File: config.mk
export PLATFORM = sky130hd
export DESIGN_NAME = evt_pend_ctrl
export DESIGN_NICKNAME = d
export VERILOG_FILES = /design/src/rtl/evt_pkg.sv /design/src/rtl/evt_pend_vec.sv /design/src/rtl/evt_hdl_tbl.sv /design/src/rtl/evt_prio_pick.sv /design/src/rtl/evt_act_map.sv /design/src/rtl/evt_pend_ctrl.sv
export SDC_FILE = /design/constraint.sdc
export NUM_CORES = 1
export LEC_CHECK = 0
export CORE_ASPECT_RATIO = 0.6
export CORE_MARGIN = 2
export CORE_UTILIZATION = 32
export CTS_CLUSTER_DIAMETER = 50
export DETAILED_ROUTE_END_ITERATION = 8
export GPL_TIMING_DRIVEN = 0
export REMOVE_ABC_BUFFERS = 1
export SLEW_MARGIN = 0
export SYNTH_ARGS = -nofsm -noshare
export SYNTH_HDL_FRONTEND = slang
export SYNTH_SLANG_ARGS = --single-unit
File: constraint.sdc
create_clock -name clk_i -period 4.4 [get_ports clk_i]
set_input_delay 0.88 -clock clk_i [delete_from_list [all_inputs] [get_ports clk_i]]
set_output_delay 0.88 -clock clk_i [all_outputs]
set_load 0.005 [all_outputs]
File: src/rtl/evt_pkg.sv
package evt_pkg;
  typedef enum logic [1:0] {
    ACT_HANDLER = 2'b00,
    ACT_TERM    = 2'b01,
    ACT_DUMP    = 2'b10,
    ACT_IGNORE  = 2'b11
  } evt_act_e;
endpackage

File: src/rtl/evt_pend_vec.sv
module evt_pend_vec #(
  parameter int NUM_TYPES = 32,
  localparam int TYPE_W = $clog2(NUM_TYPES)
) (
  input  logic                 clk_i,
  input  logic                 rst_ni,
  input  logic                 set_i,
  input  logic [TYPE_W-1:0]    set_type_i,
  input  logic                 clr_i,
  input  logic [TYPE_W-1:0]    clr_type_i,
  output logic [NUM_TYPES-1:0] pend_o
);
  for (genvar i = 0; i < NUM_TYPES; i++) begin : g_bit
    logic hit_set, hit_clr;
    assign hit_set = set_i && (set_type_i == TYPE_W'(i));
    assign hit_clr = clr_i && (clr_type_i == TYPE_W'(i));
    // set wins over clear so a fresh send is never lost
    always_ff @(posedge clk_i or negedge rst_ni) begin
      if (!rst_ni)      pend_o[i] <= 1'b0;
      else if (hit_set) pend_o[i] <= 1'b1;
      else if (hit_clr) pend_o[i] <= 1'b0;
    end
  end
endmodule

File: src/rtl/evt_hdl_tbl.sv
module evt_hdl_tbl #(
  parameter int NUM_TYPES = 32,
  parameter int KILL_TYPE = 9,
  localparam int TYPE_W = $clog2(NUM_TYPES)
) (
  input  logic                 clk_i,
  input  logic                 rst_ni,
  input  logic                 reg_valid_i,
  input  logic [TYPE_W-1:0]    reg_type_i,
  input  logic                 reg_install_i,
  output logic [NUM_TYPES-1:0] hdl_o
);
  for (genvar i = 0; i < NUM_TYPES; i++) begin : g_ent
    if (i == KILL_TYPE) begin : g_locked
      assign hdl_o[i] = 1'b0;
    end else begin : g_free
      always_ff @(posedge clk_i or negedge rst_ni) begin
        if (!rst_ni) hdl_o[i] <= 1'b0;
        else if (reg_valid_i && reg_type_i == TYPE_W'(i)) hdl_o[i] <= reg_install_i;
      end
    end
  end
endmodule

File: src/rtl/evt_prio_pick.sv
module evt_prio_pick #(
  parameter int NUM_TYPES = 32,
  localparam int TYPE_W = $clog2(NUM_TYPES)
) (
  input  logic [NUM_TYPES-1:0] req_i,
  output logic                 any_o,
  output logic [TYPE_W-1:0]    idx_o
);
  always_comb begin
    idx_o = '0;
    for (int i = NUM_TYPES - 1; i >= 0; i--) begin
      if (req_i[i]) idx_o = TYPE_W'(i);
    end
  end
  assign any_o = |req_i;
endmodule

File: src/rtl/evt_act_map.sv
module evt_act_map
  import evt_pkg::*;
#(
  parameter int NUM_TYPES   = 32,
  parameter int KILL_TYPE   = 9,
  parameter int DUMP_TYPE   = 11,
  parameter int IGNORE_TYPE = 17,
  localparam int TYPE_W = $clog2(NUM_TYPES)
) (
  input  logic [TYPE_W-1:0]    type_i,
  input  logic [NUM_TYPES-1:0] hdl_i,
  output logic [1:0]           act_o
);
  evt_act_e dflt;
  always_comb begin
    if (type_i == TYPE_W'(DUMP_TYPE))        dflt = ACT_DUMP;
    else if (type_i == TYPE_W'(IGNORE_TYPE)) dflt = ACT_IGNORE;
    else                                     dflt = ACT_TERM;
    if (hdl_i[type_i] && type_i != TYPE_W'(KILL_TYPE)) act_o = ACT_HANDLER;
    else                                                act_o = dflt;
  end
endmodule

File: src/rtl/evt_pend_ctrl.sv
module evt_pend_ctrl #(
  parameter int NUM_TYPES   = 32,
  parameter int KILL_TYPE   = 9,
  parameter int DUMP_TYPE   = 11,
  parameter int IGNORE_TYPE = 17,
  localparam int TYPE_W = $clog2(NUM_TYPES)
) (
  input  logic                 clk_i,
  input  logic                 rst_ni,
  input  logic                 send_valid_i,
  input  logic [TYPE_W-1:0]    send_type_i,
  input  logic                 reg_valid_i,
  input  logic [TYPE_W-1:0]    reg_type_i,
  input  logic                 reg_install_i,
  input  logic                 ack_i,
  output logic                 dlv_valid_o,
  output logic [TYPE_W-1:0]    dlv_type_o,
  output logic [1:0]           dlv_action_o,
  output logic [NUM_TYPES-1:0] pending_o
);
  logic [NUM_TYPES-1:0] hdl;
  logic                 ack_eff;

  assign ack_eff = ack_i && dlv_valid_o;

  evt_pend_vec #(.NUM_TYPES(NUM_TYPES)) u_pend (
    .clk_i, .rst_ni,
    .set_i(send_valid_i), .set_type_i(send_type_i),
    .clr_i(ack_eff),      .clr_type_i(dlv_type_o),
    .pend_o(pending_o)
  );

  evt_hdl_tbl #(.NUM_TYPES(NUM_TYPES), .KILL_TYPE(KILL_TYPE)) u_hdl (
    .clk_i, .rst_ni,
    .reg_valid_i, .reg_type_i, .reg_install_i,
    .hdl_o(hdl)
  );

  evt_prio_pick #(.NUM_TYPES(NUM_TYPES)) u_pick (
    .req_i(pending_o), .any_o(dlv_valid_o), .idx_o(dlv_type_o)
  );

  evt_act_map #(
    .NUM_TYPES(NUM_TYPES), .KILL_TYPE(KILL_TYPE),
    .DUMP_TYPE(DUMP_TYPE), .IGNORE_TYPE(IGNORE_TYPE)
  ) u_act (
    .type_i(dlv_type_o), .hdl_i(hdl), .act_o(dlv_action_o)
  );
endmodule

# Word-level counts from Yosys, hierarchy flattened
# Cells that the tools add are included.
[classes]
order_cmp = 1
eq_ne = 93
n_mux = 101
reduce_logical = 133
[op_table]
columns = ["operator", "count"]
rows = [
  ["== test 5 bit, second input constant", 48],
  ["two-way mux 5 bit", 32],
  ["== test 5 x 4 -> 1 bit, second input constant", 23],
  ["logical AND 1 bit", 97],
  ["two-way mux 1 bit", 65],
  ["nonzero test 2 bit", 32],
  ["== test 5 x 3 -> 1 bit, second input constant", 12],
  ["OR reduction 32 bit", 1],
  ["== test 5 x 2 -> 1 bit, second input constant", 6],
  ["== test 5 x 1 -> 1 bit, second input constant", 3],
  ["zero test 5 bit", 3],
  ["less-than comparator 5 x 6 -> 1 bit, second input constant", 1],
  ["two-way mux 2 bit", 3],
  ["binary-select mux 1 bit (select 5 bit)", 1],
  ["!= test 5 x 4 -> 1 bit, second input constant", 1],
]
[word_totals]
register_bits = 63
out_inout_bits = 40
elab_cells = 391

# Longest topological paths before layout
[logic_depth]
ltp_word = 36
depth_mapped = 9

# Hierarchy
# A second synthesis with hierarchy kept.
[hier_totals]
hier_cells = 346
area_unflattened_um2 = 3488.3
[by_module_without_submodules]
columns = ["module", "n_inst", "cells_per_inst", "area_per_inst_um2"]
rows = [
  ["evt_hdl_tbl", 1, 114, 1418.9],
  ["evt_pend_vec", 1, 129, 1332.5],
  ["evt_prio_pick", 1, 65, 385.4],
  ["evt_act_map", 1, 37, 345.3],
  ["evt_pend_ctrl", 1, 1, 6.3],
]

# Worst setup path before layout
# OpenSTA, ideal clock, no wires.
[synth_path]
path_type = "register to output"
from = "reg u_pend.pend_o[19]"
to = "out dlv_action_o[0]"
t_arrival_ns = 2.679
setup_slack_ns = 0.841
path_stages_with_launch = 9
path_buffers = 0
cell_sequence = "dfrtp_1 or4_4 a21bo_2 a31oi_4 mux2_2 a22o_1 o221ai_1 a21boi_1 a2111oi_0"
[synth_between]
elab_chain_cells = 24
[synth_rtl]
columns = ["item", "line_no", "source"]
rows = [
  ["from (decl)", "evt_pend_vec.sv:11", "output logic [NUM_TYPES-1:0] pend_o"],
  ["from (signal, indexed assignment)", "evt_pend_vec.sv:19", "if (!rst_ni) pend_o[i] <= 1'b0;"],
  ["from (signal, indexed assignment)", "evt_pend_vec.sv:20", "else if (hit_set) pend_o[i] <= 1'b1;"],
  ["from (signal, indexed assignment)", "evt_pend_vec.sv:21", "else if (hit_clr) pend_o[i] <= 1'b0;"],
  ["two-way mux 5 bit * (20 in a row)", "evt_prio_pick.sv:12", "if (req_i[i]) idx_o = TYPE_W'(i);"],
  ["binary-select mux 1 bit (select 5 bit)", "evt_act_map.sv:19", "if (hdl_i[type_i] && type_i != TYPE_W'(KILL_TYPE)) act_o = ACT_HANDLER;"],
  ["two-way mux 1 bit (implied by the code)", "evt_act_map.sv:19", ""],
  ["logical AND 1 bit", "evt_act_map.sv:19", ""],
  ["two-way mux 2 bit *", "evt_act_map.sv:19", ""],
  ["to (decl)", "evt_pend_ctrl.sv:18", "output logic [1:0] dlv_action_o,"],
]
# Mark *: on every way between the ends. The rest lies on a longest branch, timed or not. The select of a mux whose other input is x is not followed.

# Worst setup path in the final report
[layout_path]
from = "reg u_pend.pend_o[19]"
to = "out dlv_action_o[1]"
[layout_between]
elab_chain_cells = 24
[layout_rtl]
columns = ["item", "line_no"]
rows = [
  ["two-way mux 5 bit * (20 in a row)", "evt_prio_pick.sv:12"],
  ["binary-select mux 1 bit (select 5 bit) / == test 5 bit (equally long branches)", "evt_act_map.sv:19, evt_act_map.sv:17"],
  ["two-way mux 1 bit (implied by the code) / two-way mux 2 bit (equally long branches)", "evt_act_map.sv:19, evt_act_map.sv:17"],
  ["logical AND 1 bit / two-way mux 2 bit (equally long branches)", "evt_act_map.sv:19, evt_act_map.sv:16"],
  ["two-way mux 2 bit *", "evt_act_map.sv:19"],
]
# Marks and branches as above.

==> qor.txt <==
status -> completed
height of the die -> 86.85 um
Worst-Skew Late Latency -> 0.33 ns
Die Width -> 142.1 um
Clock Sinks -> 63
Max-cap violations -> 0
skew final -> 0.005153 ns
dpl cells -> 580
synth top area cells -> dfrtp_1 (43%), mux2_2 (9.5%), o21ai_0 (7.9%), nand2_1 (3.2%), nor2_1 (3.2%)
global-route wire length before repair -> 19290 um
Worst Tran Pin Value -> 1.040 ns
Rel. slew slack -> 30.46%
initial antenna violation count -> 0
P per Cell Area -> 822.8 nW/um^2
routed wire length -> 12460 um
Port Buf Inserts -> 55
synthesis-to-layout area growth -> 34.31%
pre-CTS setup slack -> -0.8136 ns
share of flip-flops with an asynchronous set or reset -> 100.0%
design area -> 4917 um^2
htree depth -> 3
leak pwr -> 1.800 nW
Period minus WS final -> 4.325 ns
share of cells above drive strength 1 -> 21.04%
period utilization -> 98.30%
first drt pass iteration count -> 6
NumNets Final -> 472
Seq/Total Area, Yosys -> 43.06%
Multi-input gate area -> 2213 um^2
most common cell in the netlist -> dfrtp_1
area post-placement -> 4350 um^2
Primary FF master, synth -> dfrtp_1
critical path class -> flip-flop to output pin
Clk pin slew, worst setup/hold paths -> 0.05 ns
register area -> 1579 um^2
Routed wire per std cell -> 20.60 um
total gr overflow -> 0
post-synth top area share -> 43.06%
synthesized flop and latch total -> 63
via/cell ratio -> 5.967
highest clock rate -> 0.2312 GHz
synth warn -> 0
full die area -> 12340 um^2
HP Class -> flip-flop to flip-flop
setup ws final -> 0.07470 ns
synthesized area -> 3661 um^2
fillers -> 1061
pin count of the biggest net entering global routing -> 64
vias in the first global route -> 3361
GP Congestion -> 0.9240
Initial Utilization -> 32.62%
post-DP HPWL -> 8746 um
hold-fix buffers at CTS -> 0
Layout Cells excl Fill -> 605
Core Footprint -> 11220 um^2
Final Setup Violations -> 0
area leader, netlist -> dfrtp_1
CTS tree -> yes
Synth cell types -> 63
drc violations -> 0
clk buf depth -> 2
worst path required time -> 3.52 ns
Ports -> 56
Ant. Diodes -> 0
crit path launch type -> flip-flop
initial DRC count -> 428
crit end category -> output pin
Post-synth EDFFs -> 0
FP Rows -> 30
peak supply drop -> 0.4052 mV
final hold violations -> 0
Slew Viols, Final -> 0
total CTS buffers -> 9
Synth Area per Inst -> 9.363 um^2
GRT Total Usage -> 20.73%
number of routed nets with antenna violations -> 0
post-route setup TNS -> 0 ns
maximum fanout along the worst path -> 6
most frequent cells after synthesis -> dfrtp_1 (63), o21ai_0 (58), mux2_2 (31), nand2_1 (31), nor2_1 (31)
worst hold margin -> 0.5017 ns
Vias -> 3610
Critical Path AT -> 3.45 ns
Mapped Cells -> 391
clk root buf -> clkbuf_16
## layout make-up
class | count | share of cell area [%]
Multi-Input combinational cell | 310 | 45.01
Sequential cell | 63 | 32.11
Inverter | 8 | 0.7125
Clock buffer | 14 | 5.776
Tap cell | 144 | 3.664
Clock inverter | 2 | 0.2545
Timing Repair Buffer | 64 | 12.47
## what timing repair did
item	in CTS	in global routing
endpoints found under the hold margin	0	0
endpoints found under the setup margin	4	2
pin swaps	4	3
setup buffers	7	2
gates resized for setup	30	11
## worst max-delay path, stage by stage (launching register included)
cell,delay (ns)
dfrtp_1,0.44
or4_4,0.59
a21bo_2,0.25
a31oi_4,0.25
buf_4,0.20
mux2i_1,0.21
a21oi_1,0.06
o211ai_1,0.29
a21boi_2,0.14
a2111oi_2,0.40
dlygate4sd2_1,0.28
## layer usage
layer | routed length, um | part of all wire, % | track usage (%) | up-vias
li1 | - | - | - | 1621
met5 | 0 | 0 | 0 | -
met4 | 181 | 1.5 | 6.182 | 0
met3 | 1165 | 9.3 | 6.707 | 17
met1 | 6030 | 48 | 32.05 | 1798
met2 | 5083 | 41 | 26.88 | 174
## where the power goes
part	total, mW	internal [mW]	leakage [nW]	switching (mW)
registers	1.04	0.747	0.779	0.298
logic	2.31	1.02	0.876	1.29
clock network	0.691	0.441	0.145	0.250
total	4.05	2.21	1.80	1.83
## path summary, 6_finish.rpt
check	depth (start not counted)	slack [ns]	start	end
worst max-delay path	10	0.07	u_pend.pend_o[19]$_DFFE_PN0P_	dlv_action_o[1]
worst min-delay path	1	0.50	u_hdl.hdl_o[5]$_DFFE_PN0P_	u_hdl.hdl_o[5]$_DFFE_PN0P_
min in group asynchronous	1	0.62	rst_ni	u_hdl.hdl_o[27]$_DFFE_PN0P_
max in group asynchronous	1	3.19	rst_ni	u_pend.pend_o[24]$_DFFE_PN0P_
worst max register to register	8	1.52	u_pend.pend_o[6]$_DFFE_PN0P_	u_pend.pend_o[29]$_DFFE_PN0P_
worst min register to register	1	0.50	u_hdl.hdl_o[5]$_DFFE_PN0P_	u_hdl.hdl_o[5]$_DFFE_PN0P_
## state kept, by name, indices dropped and copies added (netlist names)
name,flops
u_pend.pend_o,32
u_hdl.hdl_o,31
## per-stage QoR
| stage | utilization, % | power [mW] |
|---|---|---|
| after floorplan | - | 1.989 |
| after global placement | 38.78 | 2.889 |
| after detailed placement | 38.76 | 2.911 |
| after CTS | 43.12 | 3.868 |
| after global routing | 43.81 | 4.266 |
| final | 43.81 | 4.046 |
## cells in the final DEF (no fill, tap or decap), drive strengths merged, types with 3 or more instances in the layout
cell / n
o21a: 4
nor3b: 5
nand4: 4
a21oi: 8
clkbuf: 14
o21ai: 59
or2: 4
clkdlybuf4s50: 52
mux2: 31
nand3: 21
a2111oi: 5
nand2b: 9
buf: 10
or4: 5
a31oi: 4
nor4: 10
nor2: 31
nor3: 13
nor2b: 10
dfrtp: 63
inv: 6
nand3b: 3
and2: 5
nand2: 31
o31ai: 6
nand4b: 5
## cell families (layout without fill, tap and decap cells)
| kind of cell | count (synthesis) | in the layout | synth area share [%] |
|---|---|---|---|
| flops | 63 | 63 | 43.06 |
| buf+inv | 18 | 88 | 1.880 |
| simple gates | 163 | 163 | 24.37 |
| mux | 33 | 33 | 10.08 |
| compound gates | 114 | 114 | 20.61 |
Note: power is estimated with default switching activity, not from simulation.
